**src/rtl/dsat_pkg.sv**
```systemverilog
package dsat_pkg;
  typedef enum logic [1:0] {
    OP_ADD  = 2'b00,
    OP_SUB  = 2'b01,
    OP_DADD = 2'b10,
    OP_DSUB = 2'b11
  } dsat_op_e;
endpackage

```
**src/rtl/dsat_doubler.sv**
```systemverilog
module dsat_doubler #(
  parameter int W = 32
) (
  input  logic [W-1:0] src,
  output logic [W-1:0] dbl,
  output logic         clamped
);
  localparam logic [W-1:0] MAXV = {1'b0, {(W-1){1'b1}}};
  localparam logic [W-1:0] MINV = {1'b1, {(W-1){1'b0}}};

  // Doubling overflows exactly when the two top bits differ.
  function automatic logic double_overflows(input logic [W-1:0] v);
    return v[W-1] ^ v[W-2];
  endfunction

  function automatic logic [W-1:0] double_clamp(input logic [W-1:0] v);
    if (double_overflows(v)) return v[W-1] ? MINV : MAXV;
    return {v[W-2:0], 1'b0};
  endfunction

  always_comb begin
    clamped = double_overflows(src);
    dbl     = double_clamp(src);
  end
endmodule

```
**src/rtl/dsat_addsub.sv**
```systemverilog
module dsat_addsub #(
  parameter int W = 32
) (
  input  logic [W-1:0] lhs,
  input  logic [W-1:0] rhs,
  input  logic         subtract,
  output logic [W-1:0] res,
  output logic         clamped
);
  localparam logic [W-1:0] MAXV = {1'b0, {(W-1){1'b1}}};
  localparam logic [W-1:0] MINV = {1'b1, {(W-1){1'b0}}};

  // One extra bit holds any sum or difference of two W-bit signed values.
  function automatic logic [W:0] wide_result(input logic [W-1:0] x,
                                             input logic [W-1:0] y,
                                             input logic         sub);
    logic [W:0] xe, ye;
    xe = {x[W-1], x};
    ye = {y[W-1], y};
    return sub ? (xe - ye) : (xe + ye);
  endfunction

  logic [W:0] wide;

  always_comb begin
    wide    = wide_result(lhs, rhs, subtract);
    clamped = wide[W] ^ wide[W-1];
    if (clamped) res = wide[W] ? MINV : MAXV;
    else         res = wide[W-1:0];
  end
endmodule

```
**src/rtl/dsat_alu.sv**
```systemverilog
module dsat_alu #(
  parameter int W = 32
) (
  input  logic         clk,
  input  logic         rst_n,
  input  logic [1:0]   op_sel,
  input  logic [W-1:0] opnd_a,
  input  logic [W-1:0] opnd_b,
  input  logic         sticky_clr,
  output logic [W-1:0] result,
  output logic         sat_flag,
  output logic         sat_sticky
);
  import dsat_pkg::*;

  localparam logic [W-1:0] MAXV = {1'b0, {(W-1){1'b1}}};
  localparam logic [W-1:0] MINV = {1'b1, {(W-1){1'b0}}};

  dsat_op_e     op;
  logic         is_double;
  logic         is_sub;
  logic [W-1:0] dbl_val;
  logic         dbl_raw_clamp;
  logic         dbl_sat;
  logic [W-1:0] rhs_val;
  logic [W-1:0] fin_val;
  logic         fin_sat;
  logic         sat_any;

  assign op        = dsat_op_e'(op_sel);
  assign is_double = (op == OP_DADD) || (op == OP_DSUB);
  assign is_sub    = (op == OP_SUB)  || (op == OP_DSUB);

  dsat_doubler #(.W(W)) u_dbl (
    .src     (opnd_b),
    .dbl     (dbl_val),
    .clamped (dbl_raw_clamp)
  );

  assign dbl_sat = is_double & dbl_raw_clamp;
  assign rhs_val = is_double ? dbl_val : opnd_b;

  dsat_addsub #(.W(W)) u_fin (
    .lhs      (opnd_a),
    .rhs      (rhs_val),
    .subtract (is_sub),
    .res      (fin_val),
    .clamped  (fin_sat)
  );

  assign sat_any = dbl_sat | fin_sat;

  always_ff @(posedge clk) begin
    if (!rst_n) begin
      result     <= '0;
      sat_flag   <= 1'b0;
      sat_sticky <= 1'b0;
    end else begin
      result     <= fin_val;
      sat_flag   <= sat_any;
      sat_sticky <= sticky_clr ? 1'b0 : (sat_sticky | sat_any);
    end
  end

  AST_DBL_EXTREME: assert property (@(posedge clk) disable iff (!rst_n)
    dbl_sat |-> (rhs_val == MAXV || rhs_val == MINV));
  AST_PLAIN_NO_DBL: assert property (@(posedge clk) disable iff (!rst_n)
    !is_double |-> !dbl_sat);
  AST_FIN_EXTREME: assert property (@(posedge clk) disable iff (!rst_n)
    fin_sat |=> (result == MAXV || result == MINV));
  AST_ONE_CYCLE: assert property (@(posedge clk) disable iff (!rst_n)
    1'b1 |=> (result == $past(fin_val)));
  AST_STICKY_SET: assert property (@(posedge clk) disable iff (!rst_n)
    (sat_any && !sticky_clr) |=> (sat_flag && sat_sticky));
  AST_STICKY_HOLD: assert property (@(posedge clk) disable iff (!rst_n)
    (sat_sticky && !sticky_clr) |=> sat_sticky);
  AST_STICKY_CLR: assert property (@(posedge clk) disable iff (!rst_n)
    sticky_clr |=> !sat_sticky);
endmodule

```
**config.mk**
```make
export PLATFORM = sky130hd
export DESIGN_NAME = dsat_alu
export DESIGN_NICKNAME = d
export VERILOG_FILES = /design/src/rtl/dsat_pkg.sv /design/src/rtl/dsat_doubler.sv /design/src/rtl/dsat_addsub.sv /design/src/rtl/dsat_alu.sv
export SDC_FILE = /design/constraint.sdc
export NUM_CORES = 1
export LEC_CHECK = 0
export BUFFER_PORTS_ARGS = -buffer_cell sky130_fd_sc_hd__buf_2
export CAP_MARGIN = 20
export CORE_MARGIN = 2
export CORE_UTILIZATION = 50
export CTS_CLUSTER_DIAMETER = 30
export DETAILED_ROUTE_END_ITERATION = 6
export GPL_TIMING_DRIVEN = 0
export PLACE_DENSITY = 0.83
export RECOVER_POWER = 25
export SLEW_MARGIN = 30
export SYNTH_ARGS = -nofsm -noshare
export SYNTH_HDL_FRONTEND = slang
export SYNTH_SLANG_ARGS = --single-unit
```
**constraint.sdc**
```tcl
create_clock -name clk -period 11.2 [get_ports clk]
set_input_delay 0.56 -clock clk [delete_from_list [all_inputs] [get_ports clk]]
set_output_delay 0.56 -clock clk [all_outputs]
set_load 0.005 [all_outputs]
```
==> results of run 1 <==
[stage by stage]
stage	area (sq um)	instances	hold WS, ns
floorplan	4360	588	0.453
global placement	5000	797	0.451
detailed placement	5000	797	0.451
CTS	5100	805	0.433
global route	5100	805	0.428
finish	5100	805	0.435
[routing by layer]
| layer | global-route usage [%] | share of wire (%) |
|---|---|---|
| met1 | 34.0 | 45 |
| met2 | 43.4 | 47 |
| met3 | 1.80 | 5.5 |
| met4 | 9.08 | 2.9 |
| met5 | 0 | 0 |
[registers in the layout (all words and copies together) (netlist names)]
register / cells
sat_sticky: 1
sat_flag: 1
result: 32
[worst paths after layout]
check,startpoint,end,slack [ns],cells past startpoint
max,op_sel[1],result[27],4.50,26
min,sticky_clr,sat_sticky,0.44,2
max reg2reg,sat_sticky,sat_sticky,10.58,2
min reg2reg,sat_sticky,sat_sticky,0.46,2
[placed cells by master, fill, tap and decap left out, drive strengths merged, types with 6 or more instances in the layout]
| cell type | count |
|---|---|
| nor3 | 11 |
| dfxtp | 34 |
| nor2b | 9 |
| buf | 111 |
| xnor2 | 42 |
| nand2 | 57 |
| clkbuf | 26 |
| o21bai | 6 |
| or3 | 9 |
| a31oi | 13 |
| a21o | 9 |
| ha | 36 |
| inv | 21 |
| nand3 | 8 |
| a21oi | 77 |
| xor2 | 19 |
| nor2 | 68 |
| o21ai | 56 |
[worst register-to-register path, delay by kind of cell (launching register included)]
kind | cells | cell delay, ns
buffers and inverters | 1 | 0.04
flip-flops | 1 | 0.32
AO/OA/AOI/OAI | 1 | 0.18
[cell families after synthesis]
| logic type | synth area share [%] |
|---|---|
| fa+ha+maj | 10.8 |
| buf+inv | 6.12 |
| simple gates | 22.0 |
| flops | 15.6 |
| xor+xnor | 12.7 |
| compound gates | 32.3 |
| mux | 0.459 |
[where the power goes]
part | total [uW] | switching (uW) | internal, uW
clock network | 106 | 39.6 | 66.5
registers | 182 | 10.0 | 172
logic | 453 | 260 | 192
[area by class of cell]
type	count	area share [%]
multi-input combinational	504	66.9
sequential	34	13.4
timing repair buffer	101	9.77
buffer	29	3.68
tap	108	2.65
inverter	21	1.55
clock buffer	7	1.50
clock inverter	1	0.589
==> run summary, run 1 <==
Max-cap violations in this run came to 0. TritonCTS built the clock tree. For this run, the leading register cell type out of synthesis is sky130_fd_sc_hd__dfxtp_1. In this run, distinct cell masters in the synthesized netlist total 68. The logs give 25.5% for the total routing usage reported by global routing and 5 for the number of clock buffers inserted by TritonCTS. On the critical path the largest part of the delay comes from buffers and inverters. The placer's final routability congestion estimate is 0.980. The floorplan step set the die height to 97.4 um. In the final layout, the multi-input gates occupy 3410 sq um. The run gives 48.8% as the worst max-slew margin expressed relative to the limit. Entering global routing, the biggest net connects 11 pins.

The floorplan step defined a die boundary enclosing 9480 sq um. In this run the horizontal extent of the chip is 97.4 um. The first global-routing pass estimated 20200 um of wire. Yosys mapped a number of flops with a built-in enable equal to 0. After the first detailed-routing iteration, the DRC count stood at 249. The run gives 34 as the sink count of the clock tree. The run gives 588 as the synthesized netlist cell count. The signal arrival time at the worst endpoint was 6.87 ns.

The first detailed-routing pass took 5 iterations. No sink is reached through more buffers than the 2 on the longest clock path. Among all stages on the critical path, the largest delay is contributed by sky130_fd_sc_hd__a2111oi_0. The most numerous cell in the Yosys netlist is sky130_fd_sc_hd__a21oi_1. The commonest cells after synthesis are sky130_fd_sc_hd__a21oi_1, sky130_fd_sc_hd__nor2_1, sky130_fd_sc_hd__nand2_1. After synthesis, the share of flip-flops with an asynchronous set or reset is 0%. The run finished with clean final reports.

After detailed routing, the average wire length per cell comes to 15.2 um. The cell type with the highest aggregate area in the netlist was sky130_fd_sc_hd__dfxtp_1. Summing the sequential cell areas from Yosys gives 15.6% of the chip area. The number of antenna-violating nets in the routed design came out at 0. Wires add up to 12300 um. In the routed layout, each cell is associated on average with a via count of 5.72. The total area inside the core boundary comes to 8590 sq um. In the final design database the tool counted 802 nets.

The worst hold path class is input pin to flip-flop. The average cell area after synthesis is 7.41 sq um, and the sum of net half-perimeters after detailed placement is 10400 um. The worst clock skew was 0 ns; the highest attainable clock frequency was 149 MHz. Power density of the placed cells: 145 nW/um^2. For this design the top-level I/O count stands at 103. Summing every instance area after synthesis gives 4360 sq um. OpenSTA, run right after detailed placement, puts the worst setup slack at 4.29 ns. After clock tree synthesis, the clock-pin slew on the worst setup and hold paths is 0.06 ns.

The share of post-route cells with drive strength above 1 came out at 23.4%. The number of warnings issued by yosys is 0. After detailed routing, the number of remaining DRC violations is 0. Setup repair after global routing left no endpoint under its margin. For this configuration, the core starts out at a cell density of 50.7%. The growth of design area from synthesis to finish is 17.0%, and the leakage dissipation is 0.00225 uW. In this run, synthesis produced a sequential element count of 34.

The tools report the buffer count from post-CTS setup fixing as 0. The tools report the final hold violation count as 0. Maximum vdd ir drop: 55.2 uV.

For the finished layout, the period the worst path requires is 6.70 ns. Registers take 681 sq um. For the number of antenna violations at the first check in global routing, the log shows 0. The routed layout has 4601 vias. By area the synthesized netlist is led by sky130_fd_sc_hd__dfxtp_1, sky130_fd_sc_hd__ha_1, sky130_fd_sc_hd__a21oi_1, sky130_fd_sc_hd__xnor2_1, sky130_fd_sc_hd__nor2_1. The run gives 11.37 ns as the required time of the critical path. The buffers plus inverters on the worst setup path came out at 9.

Kind of start point of the critical path: an input pin. The worst setup path is of the input pin to flip-flop kind. After filler insertion, the fill cell instance count of the layout stands at 856. Setup violations remaining at the end of the flow were counted as 0.

For the number of hold buffers added after CTS, the log shows 0. Post-CTS repair changed the size of 0 cells. The tools report the CTS root buffer as sky130_fd_sc_hd__clkbuf_8. Counting every net in the synthesized netlist gives 694. The via count of the first global-routing pass was 4262.

The logs give 0 for the total count of max-transition violations in the final report and 0.28 ns for the clock latency of the later-clocked register in the worst-skew pair. For this run the aggregate overflow at the end of global routing stands at 0. Once routing completed, OpenROAD measured the worst setup slack at 4.50 ns.

After layout, the design draws a total of 741 uW. Counting stages on the worst path, the most repeated cell is sky130_fd_sc_hd__buf_6. The repair_antennas step left the layout with diodes totalling 0. In this run the core area contains 34 standard-cell rows.

The endpoint class of the critical path is a flip-flop. The delay of the slowest cell on the worst path is 0.48 ns. Maximum fanout count along the critical path: 10. The number of input and output port buffers inserted was 101; the level count of the clock H-tree was 2.

In the final timing run, aggregate negative setup slack is 0 ns. The post-layout utilization of the core is 59.3%, and the post-route fraction of the period consumed by the critical path is 59.8%. After synthesis, the largest area contributor takes up 15.6% of total cell area.

For the pin with the worst max-slew slack, the measured transition is 0.762 ns.
No activity file was read; power rests on OpenSTA's default activity.
==> run 2: changes to the inputs <==
--- a/config.mk
+++ b/config.mk
@@ -12,7 +12,7 @@
 export CTS_CLUSTER_DIAMETER = 30
 export DETAILED_ROUTE_END_ITERATION = 6
 export GPL_TIMING_DRIVEN = 0
-export PLACE_DENSITY = 0.83
+export PLACE_DENSITY = 0.86
 export RECOVER_POWER = 25
 export SLEW_MARGIN = 30
 export SYNTH_ARGS = -nofsm -noshare
==> constraint.sdc (replaced) <==
create_clock -name clk -period 5.7 [get_ports clk]
set_input_delay 0.285 -clock clk [delete_from_list [all_inputs] [get_ports clk]]
set_output_delay 0.285 -clock clk [all_outputs]
set_load 0.005 [all_outputs]
==> run 2 against run 1 <==
Net effect: clock skew unchanged; final area increased by 5.2%; power increased by 100%; sequential power increased by 97%; worst setup slack got worse by 4.2 ns; critical path type unchanged; critical endpoint is now result[10]; largest power group unchanged.
==> run summary, run 2 (synthesis gave the netlist of run 1 again) <==
For the total count of max-transition violations in the final report, the log shows 0. Most common cell after layout, fill and taps aside: sky130_fd_sc_hd__buf_2. For this design the total switching power over the nets is 638 uW. The number of input and output port buffers inserted came out at 101. Max-cap violations in this run came to 0. The x dimension of the die is 97.4 um, and the number of antenna violations at the first check in global routing is 0. The startpoint identified for the worst hold timing path is sticky_clr. The slew at the pin closest to its max-slew limit is 0.755 ns. The growth of design area from synthesis to finish is 23.0%. Number of fill cells: 788. TritonCTS built the clock tree. After clock tree synthesis, the clock-pin slew on the worst setup and hold paths is 0.06 ns. At the worst endpoint, the required time is 5.91 ns. The pre-antenna-repair detailed-routing pass consisted of 5 iterations. The tools report the wire length of the first global-routing pass as 20700 um. The smallest clock period supported by the final layout is computed as 5.39 ns.

The worst pin sits at a relative slew slack of 49.1%. Once routing completed, OpenROAD measured the worst setup slack at 0.311 ns. For the setup TNS, the log shows 0 ns.

Row generation in the floorplan step produced 34 rows. In this run the worst path has a maximum fanout of 10. The share of post-route cells with drive strength above 1 was 27.7%; the power density of the placed cells was 281 nW/um^2.

The number of antenna-violating nets in the routed design was 0; the placer's final routability congestion estimate was 0.985. The tools report the worst clock skew as 0 ns. For the maximum count of clock buffers along a single path, the log shows 2.

Once the floorplan was initialized, standard cells occupied 50.7% of the core. The clock latency of the later-clocked register in the worst-skew pair was 0.28 ns. The register with the most flip-flops in the layout has 32 of them. Maximum vdd ir drop: 112 uV. Sequential cells account for 23.8% of the total power. After the last flow step, the layout net total stands at 819. In this run the clock root is driven by a sky130_fd_sc_hd__clkbuf_8. Data arrives at the worst endpoint at 5.60 ns. The floorplan step defined a die boundary enclosing 9480 sq um. The path with the worst hold slack has its endpoint at sat_sticky. Combinational logic burns 65.0% of the power. For the via count of the first global-routing pass, the log shows 4351. Timing analysis after detailed placement gives a worst setup slack of -0.966 ns.

The logs give 186 MHz for the highest attainable clock frequency and 868 uW for the total internal power. The post-route fraction of the period consumed by the critical path works out to 94.5%. Counting instances, the worst hold path has a depth of 2.

The worst hold path class was input pin to flip-flop. After clock tree synthesis, the flow added hold-fix buffers numbering 0. The run gives 0 as the final hold violation count. The largest registers in the layout are result: 32 flops, sat_flag: 1 flops, sat_sticky: 1 flops. The tools report the sum of net half-perimeters after detailed placement as 10600 um. The routed design has 13000 um of wire. The library cells used most frequently in the layout, excluding fill and tap cells, are sky130_fd_sc_hd__buf_2, sky130_fd_sc_hd__a21oi_1, sky130_fd_sc_hd__nor2_1. The run gives 34 as the sink count of the clock tree. Across every metal layer, demand over resource in global routing totals 25.9%. The logs give 0 for the setup violation total in the final timing report and 0 for the number of design rule violations left after detail routing. The area of the core region was 8590 sq um. The global route total overflow came out at 0. STA classifies the critical path startpoint as an input pin. The reg-to-reg setup timing slack is 5.05 ns.

STA classifies the critical path endpoint as a flip-flop. Entering global routing, the biggest net connects 11 pins. Net switching is 42.4% of the power. The flow ran to the end, and the final reports show no timing, DRC or antenna violations.

The capture instance of the worst register-to-register path was sat_sticky. The detail-routed via count per cell is 5.80. The tools report the initial DRC count as 290. The clock tree synthesis step divided the H-tree into 2 levels. result holds more flip-flops than any other register.

The startpoint of the most critical register-to-register path is sat_sticky. Clock tree synthesis inserted a total of 5 buffers. The leakage dissipation came out at 0.00241 uW. For the worst flop-to-flop path, the logic depth is 2. Clock share of power: 11.2%. The routed via count is 4758, and the vertical extent of the die is 97.4 um. The total I/O pin count was 103; the number of diodes added for antenna fixing was 0.

The mean routed wirelength per cell is 15.8 um. Critical path start-end classification: input pin to flip-flop.
==> run 2: cell types whose count changed in the layout (fill, tap and decap cells not counted), moves of 3 or more <==
cell,change
sky130_fd_sc_hd__clkbuf_1,-8
sky130_fd_sc_hd__buf_6,-3
sky130_fd_sc_hd__a2111oi_0,-3
sky130_fd_sc_hd__buf_8,+3
sky130_fd_sc_hd__buf_2,+3
sky130_fd_sc_hd__buf_1,-3
sky130_fd_sc_hd__buf_4,+17
==> run 2: worst max-delay path, cell delays in order <==
cell and delay [ns]:
sky130_fd_sc_hd__buf_2 0.14, sky130_fd_sc_hd__inv_1 0.05, sky130_fd_sc_hd__ha_1 0.32, sky130_fd_sc_hd__buf_4 0.19, sky130_fd_sc_hd__buf_2 0.20, sky130_fd_sc_hd__nand2b_1 0.26
sky130_fd_sc_hd__nor3_1 0.21, sky130_fd_sc_hd__o221ai_1 0.22, sky130_fd_sc_hd__nor3_2 0.30, sky130_fd_sc_hd__and3_1 0.26, sky130_fd_sc_hd__nand2_1 0.12, sky130_fd_sc_hd__nor3b_4 0.29
sky130_fd_sc_hd__nor2_1 0.09, sky130_fd_sc_hd__xnor2_1 0.16, sky130_fd_sc_hd__ha_2 0.39, sky130_fd_sc_hd__and3_1 0.22, sky130_fd_sc_hd__nand2_1 0.10, sky130_fd_sc_hd__nor3_2 0.20
sky130_fd_sc_hd__o31ai_1 0.14, sky130_fd_sc_hd__a2111oi_1 0.42, sky130_fd_sc_hd__a211o_1 0.23, sky130_fd_sc_hd__xor2_4 0.18, sky130_fd_sc_hd__buf_12 0.14, sky130_fd_sc_hd__o21ai_4 0.06
sky130_fd_sc_hd__buf_12 0.16, sky130_fd_sc_hd__clkbuf_16 0.15, sky130_fd_sc_hd__o21ai_2 0.12
==> run 2: through the flow <==
stage / hold slack, ns / utilization, % / cell area, sq um / instances / power [uW]
after floorplan: 0.357 / - / 4360 / 588 / 989
after global placement: 0.451 / 58.2 / 5000 / 797 / 1230
after detailed placement: 0.453 / 58.2 / 5000 / 797 / 1250
after CTS: 0.159 / 59.4 / 5100 / 804 / 1420
after global routing: 0.156 / 62.4 / 5360 / 820 / 1620
final: 0.157 / 62.4 / 5360 / 820 / 1510
==> run 2: cell type report <==
cell class                      instances  area (sq um)  share of cell area [%]
Clock buffer                            6          82.6                    1.54
Buffer                                 26           200                    3.73
Multi-Input combinational cell        504          3470                    64.8
Tap cell                              108           135                    2.52
Timing Repair Buffer                  121           711                    13.3
Sequential cell                        34           681                    12.7
Inverter                               21          78.8                    1.47
==> run 2: worst max-delay path by stage <==
| stage | to | startpoint | slack (ns) | depth (start not counted) |
|---|---|---|---|---|
| 6_report | result[10] | opnd_b[30] | 0.31 | 27 |
| 5_1_grt | result[7] | opnd_b[30] | -0.03 | 27 |
| 4_1_cts | result[3] | op_sel[1] | 0.01 | 27 |
| 3_5_place_dp | result[27] | op_sel[1] | -0.97 | 26 |
| 3_3_place_gp | result[27] | op_sel[1] | -0.88 | 26 |
| 2_1_floorplan | result[10] | op_sel[1] | 0.16 | 25 |
==> run 2: power by group through the flow <==
stage               logic (uW)  registers (uW)  clock network, uW
floorplan                  606             383                  0
global placement           867             361                  0
detailed placement         887             365                  0
CTS                        893             360                171
global route              1070             370                180
finish                     979             359                169
==> run 2: timing repair <==
action / 4_1_cts / 5_1_grt
pin swaps: 1 / 15
buffers inserted: 1 / 17
gates resized for setup: 7 / 24
endpoints found under the setup margin: 34 / 34
cloned: 0 / 2
==> run 2: metal layers <==
layer | up-vias | track usage [%] | routed length, um
li1 | 2369 | - | -
met1 | 2179 | 34.6 | 5680
met2 | 183 | 43.7 | 6230
met3 | 27 | 2.30 | 667
met4 | 0 | 9.40 | 411
met5 | - | 0 | 0
==> run 3: changes to the inputs <==
--- a/config.mk
+++ b/config.mk
@@ -12,9 +12,10 @@
 export CTS_CLUSTER_DIAMETER = 30
 export DETAILED_ROUTE_END_ITERATION = 6
 export GPL_TIMING_DRIVEN = 0
-export PLACE_DENSITY = 0.86
+export PLACE_DENSITY = 0.83
 export RECOVER_POWER = 25
 export SLEW_MARGIN = 30
 export SYNTH_ARGS = -nofsm -noshare
 export SYNTH_HDL_FRONTEND = slang
+export SYNTH_HIERARCHICAL = 1
 export SYNTH_SLANG_ARGS = --single-unit
==> constraint.sdc (replaced) <==
create_clock -name clk -period 6 [get_ports clk]
set_input_delay 0.3 -clock clk [delete_from_list [all_inputs] [get_ports clk]]
set_output_delay 0.3 -clock clk [all_outputs]
set_load 0.005 [all_outputs]
==> run 3 against run 2 <==
Net effect: final area fell by 0.16%; wire length fell by 11%; via count fell by 5.6%; core utilization fell by 3.6 points; critical endpoint is now result[5]; first-iteration DRC count rose by 5.5%; synthesized cell count fell by 0.34%; worst hold slack improved by 0.11 ns; cell count fell by 1.8%; critical path type unchanged; flip-flop and latch count did not move; count of clock-buffer cells in the layout did not move; synthesized area rose by 5.8%.
==> run summary, run 3 <==
After layout, the worst path uses 94.2% of the clock period. The number of placement rows came out at 35. The setup path with the least slack is of type input pin to flip-flop. The run gives 5.48 ns as the reg-to-reg setup timing slack. The most common cell after layout, fill and taps aside is sky130_fd_sc_hd__buf_2.

The design draws 1490 uW. Global routing consumed, over all layers together, 22.4% of the routing resources. The post-synthesis sequential area ratio is 14.8%. The die covers 10000 sq um.

The setup TNS is 0 ns. The predominant post-synthesis flop cell is sky130_fd_sc_hd__dfxtp_1. For this run, design rule violations remaining after detail routing come to 0. The net count of the finished layout is 799.

The required time of the critical path is 6.18 ns, and the average cell area after synthesis is 7.87 sq um. The cell type with the highest aggregate area in the netlist is sky130_fd_sc_hd__dfxtp_1. The startpoint identified for the worst register-to-register timing path is sat_sticky. For the pin with the worst max-slew slack, the measured transition is 0.549 ns.

The detail-routed via count per cell works out to 5.58. The largest registers in the layout are result: 32 flops, sat_flag: 1 flops, sat_sticky: 1 flops. The hold path startpoint was sticky_clr.

The share of synthesized area in the top cell type comes to 14.8%. The flow ran to the end, and the final reports show no timing, DRC or antenna violations. In this run, the number of DRC markers left after iteration 0 of detailed routing was 306. Met3 wire length: 564 um. Counting I/O delays and the setup requirement, the final critical path takes 5.65 ns. The tools report the maximum number of pins on one net before global-route repair as 12. 0 antenna diodes ended up in the layout. The worst max-slew margin expressed relative to the limit is 63.4%, and the final hold violation count is 0.

The x dimension of the die came out at 100 um. Input and output buffers added on the ports amount to 100. Once detail routing completed, the nets flagged for antenna violations numbered 0. The first global-routing pass estimated 18700 um of wire.

The cell occurring most often along the worst timing path was sky130_fd_sc_hd__and3_1. The library cells used most frequently in the layout, excluding fill and tap cells, are sky130_fd_sc_hd__buf_2, sky130_fd_sc_hd__a21oi_1, sky130_fd_sc_hd__inv_1. The tree is rooted in a sky130_fd_sc_hd__clkbuf_8. The cell count of the worst reg-to-reg path came out at 2. Global route total overflow: 0. For this design the top-level I/O count stands at 103. Sorting the synthesized cells by how often they occur yields sky130_fd_sc_hd__a21oi_1, sky130_fd_sc_hd__inv_1, sky130_fd_sc_hd__xnor2_1. The register bit total from synthesis was 34.

The power density of the placed cells is 279 nW/um^2. The tools report the leakage dissipation as 0.00251 uW. Along the worst path, the maximum fanout reaches 10. The total count of max-transition violations in the final report is 0, and the net switching fraction of the power is 42.3%. The number of antenna violations at the first check in global routing came out at 0. For hold timing, the worst endpoint is sat_sticky. The slowest stage of the critical path belongs to the cell sky130_fd_sc_hd__or4_1. After clock tree synthesis, the clock-pin slew on the worst setup and hold paths is 0.06 ns. In the synthesized netlist, the number of instances is 586. The placer's final routability congestion estimate is 0.894.

The highest metal layer carrying signal wires in the routed design is met4. Summed over all nets, the switching power comes to 631 uW. The later pin in the worst-skew pair is clocked with a latency of 0.27 ns.

After clock tree synthesis, the flow added hold-fix buffers numbering 0. The capture instance of the worst register-to-register path was sat_sticky. Setup repair after global routing left no endpoint under its margin. The register with the most flip-flops in the layout has 32 of them. For this design, the sink count on the clock tree is 34.

The highest attainable clock frequency is 177 MHz. The delay of the slowest cell on the worst path is 0.56 ns, and the worst clock skew is 0 ns. Setup violations remaining at the end of the flow were counted as 0. The mean routed wirelength per cell works out to 14.4 um. In this run the post-CTS setup repair buffer count came out at 0. Combinational logic is responsible for 67.2% of the overall power. TritonCTS built the clock tree. The clock network accounts for 11.2% of the total power. In this run the vertical extent of the chip is 100 um. Yosys attributes the largest share of cell area to sky130_fd_sc_hd__dfxtp_1, sky130_fd_sc_hd__a21oi_1, sky130_fd_sc_hd__ha_1, sky130_fd_sc_hd__mux2_4, sky130_fd_sc_hd__xnor2_1. Met1 wire length: 5140 um. STA classifies the critical path startpoint as an input pin. The largest register by flop count was result. Summing every instance area after synthesis gives 4610 sq um. The amount of wire on met2 after detailed routing is 5570 um.

Across the VDD grid, the largest voltage drop is 109 uV. The fraction of registers with async set or reset after synthesis is 0%. The worst hold path was traced through 3 stages. For the worst setup path, the data arrival time is 5.83 ns. Starting density of the core: 50.6%. The number of synthesized flops with an enable pin was 0; the sum of net half-perimeters after detailed placement was 9800 um. The run gives 0 as the number of max-cap violations.

The number of distinct library cells after synthesis is 62. Registers are responsible for 21.6% of the overall power. Summing over every cut layer, the via total after detailed routing is 4492. The worst setup path is captured at a flip-flop. Among all cell types in the netlist, the one instantiated most often is sky130_fd_sc_hd__a21oi_1. The core region is 9110 sq um.

The number of nets produced by synthesis is 692, and the total detailed-routing wirelength is 11600 um. The H-tree was split into 2 levels. The worst hold path class is input pin to flip-flop. The total internal power came out at 862 uW.

The via count of the first global-routing pass was 4328; the post-cts sizing count was 0. The number of clock buffers added by TritonCTS is 5. The first detailed-routing pass ran for 5 iterations.

Maximum count of clock buffers along a single path: 2. The number of warnings issued by yosys is 6, and the growth of design area from synthesis to finish is 16.1%. The share of post-route cells with drive strength above 1 came out at 28.2%.
## run 3: cell types whose count changed in the layout (fill, tap and decap cells not counted), sizes merged, moves of 32 or more
cell,change
and2,+36
o21ai,-32
mux2,+32
a21oi,+36
inv,+32
nand2,-37
## run 3: worst max-delay path by stage
stage	cells after the start	end	start
finish	26	result[5]	opnd_b[30]
global placement	24	sat_sticky	opnd_b[30]
floorplan	25	result[5]	opnd_b[30]
global route	26	result[5]	opnd_b[30]
CTS	23	sat_sticky	opnd_b[30]
detailed placement	23	sat_sticky	opnd_b[30]
## run 3: metrics by stage
| step | utilization (%) | cell area [sq um] | setup slack, ns | cells | hold WS [ns] |
|---|---|---|---|---|---|
| detailed placement | 57.6 | 5250 | -0.0538 | 797 | 0.440 |
| finish | 58.8 | 5350 | 0.348 | 805 | 0.269 |
| global route | 58.8 | 5350 | 0.0201 | 805 | 0.268 |
| floorplan | - | 4610 | 0.817 | 586 | 0.422 |
| CTS | 58.7 | 5340 | 0.219 | 805 | 0.265 |
| global placement | 57.6 | 5250 | -0.0104 | 797 | 0.431 |
## run 3: logic make-up (layout without fill, tap and decap cells)
group | after synthesis | after routing | share of synthesized area (%)
compound gates | 186 | 186 | 25.0
simple gates | 147 | 147 | 17.3
buf+inv | 83 | 191 | 8.88
xor+xnor | 61 | 61 | 12.2
fa+ha+maj | 42 | 42 | 11.4
flops | 34 | 34 | 14.8
mux | 33 | 33 | 10.5
## run 3: layer usage
metal	GRT usage, %	vias up
met4	8.75	0
met3	2.30	35
li1	-	2251
met5	0	-
met1	27.8	2050
met2	39.8	156
## run 3: power by group through the flow
stage          combinational [uW]  sequential, uW  clock (uW)
6_report                     1000             322         168
4_1_cts                       995             324         171
3_3_place_gp                  961             326           0
2_1_floorplan                 726             342           0
5_1_grt                      1100             330         183
3_5_place_dp                  992             329           0
## run 3: final cells by class
cell class / count / area, sq um
timing repair buffer: 100 / 497
multi-input combinational: 469 / 3530
sequential: 34 / 681
buffer: 30 / 211
clock buffer: 6 / 82.6
tap: 111 / 139
fill: 824 / 3760
clock inverter: 2 / 12.5
inverter: 53 / 199
## run 3: worst max-delay path, delay by kind of cell
| kind | cells | cell delay, ns |
|---|---|---|
| and+or+nand+nor | 12 | 2.64 |
| AOI/OAI and AO/OA | 5 | 0.84 |
| buffers and inverters | 4 | 0.67 |
| adders and majority gates | 2 | 0.67 |
| xor gates and xnor gates | 2 | 0.39 |
| muxes | 1 | 0.30 |
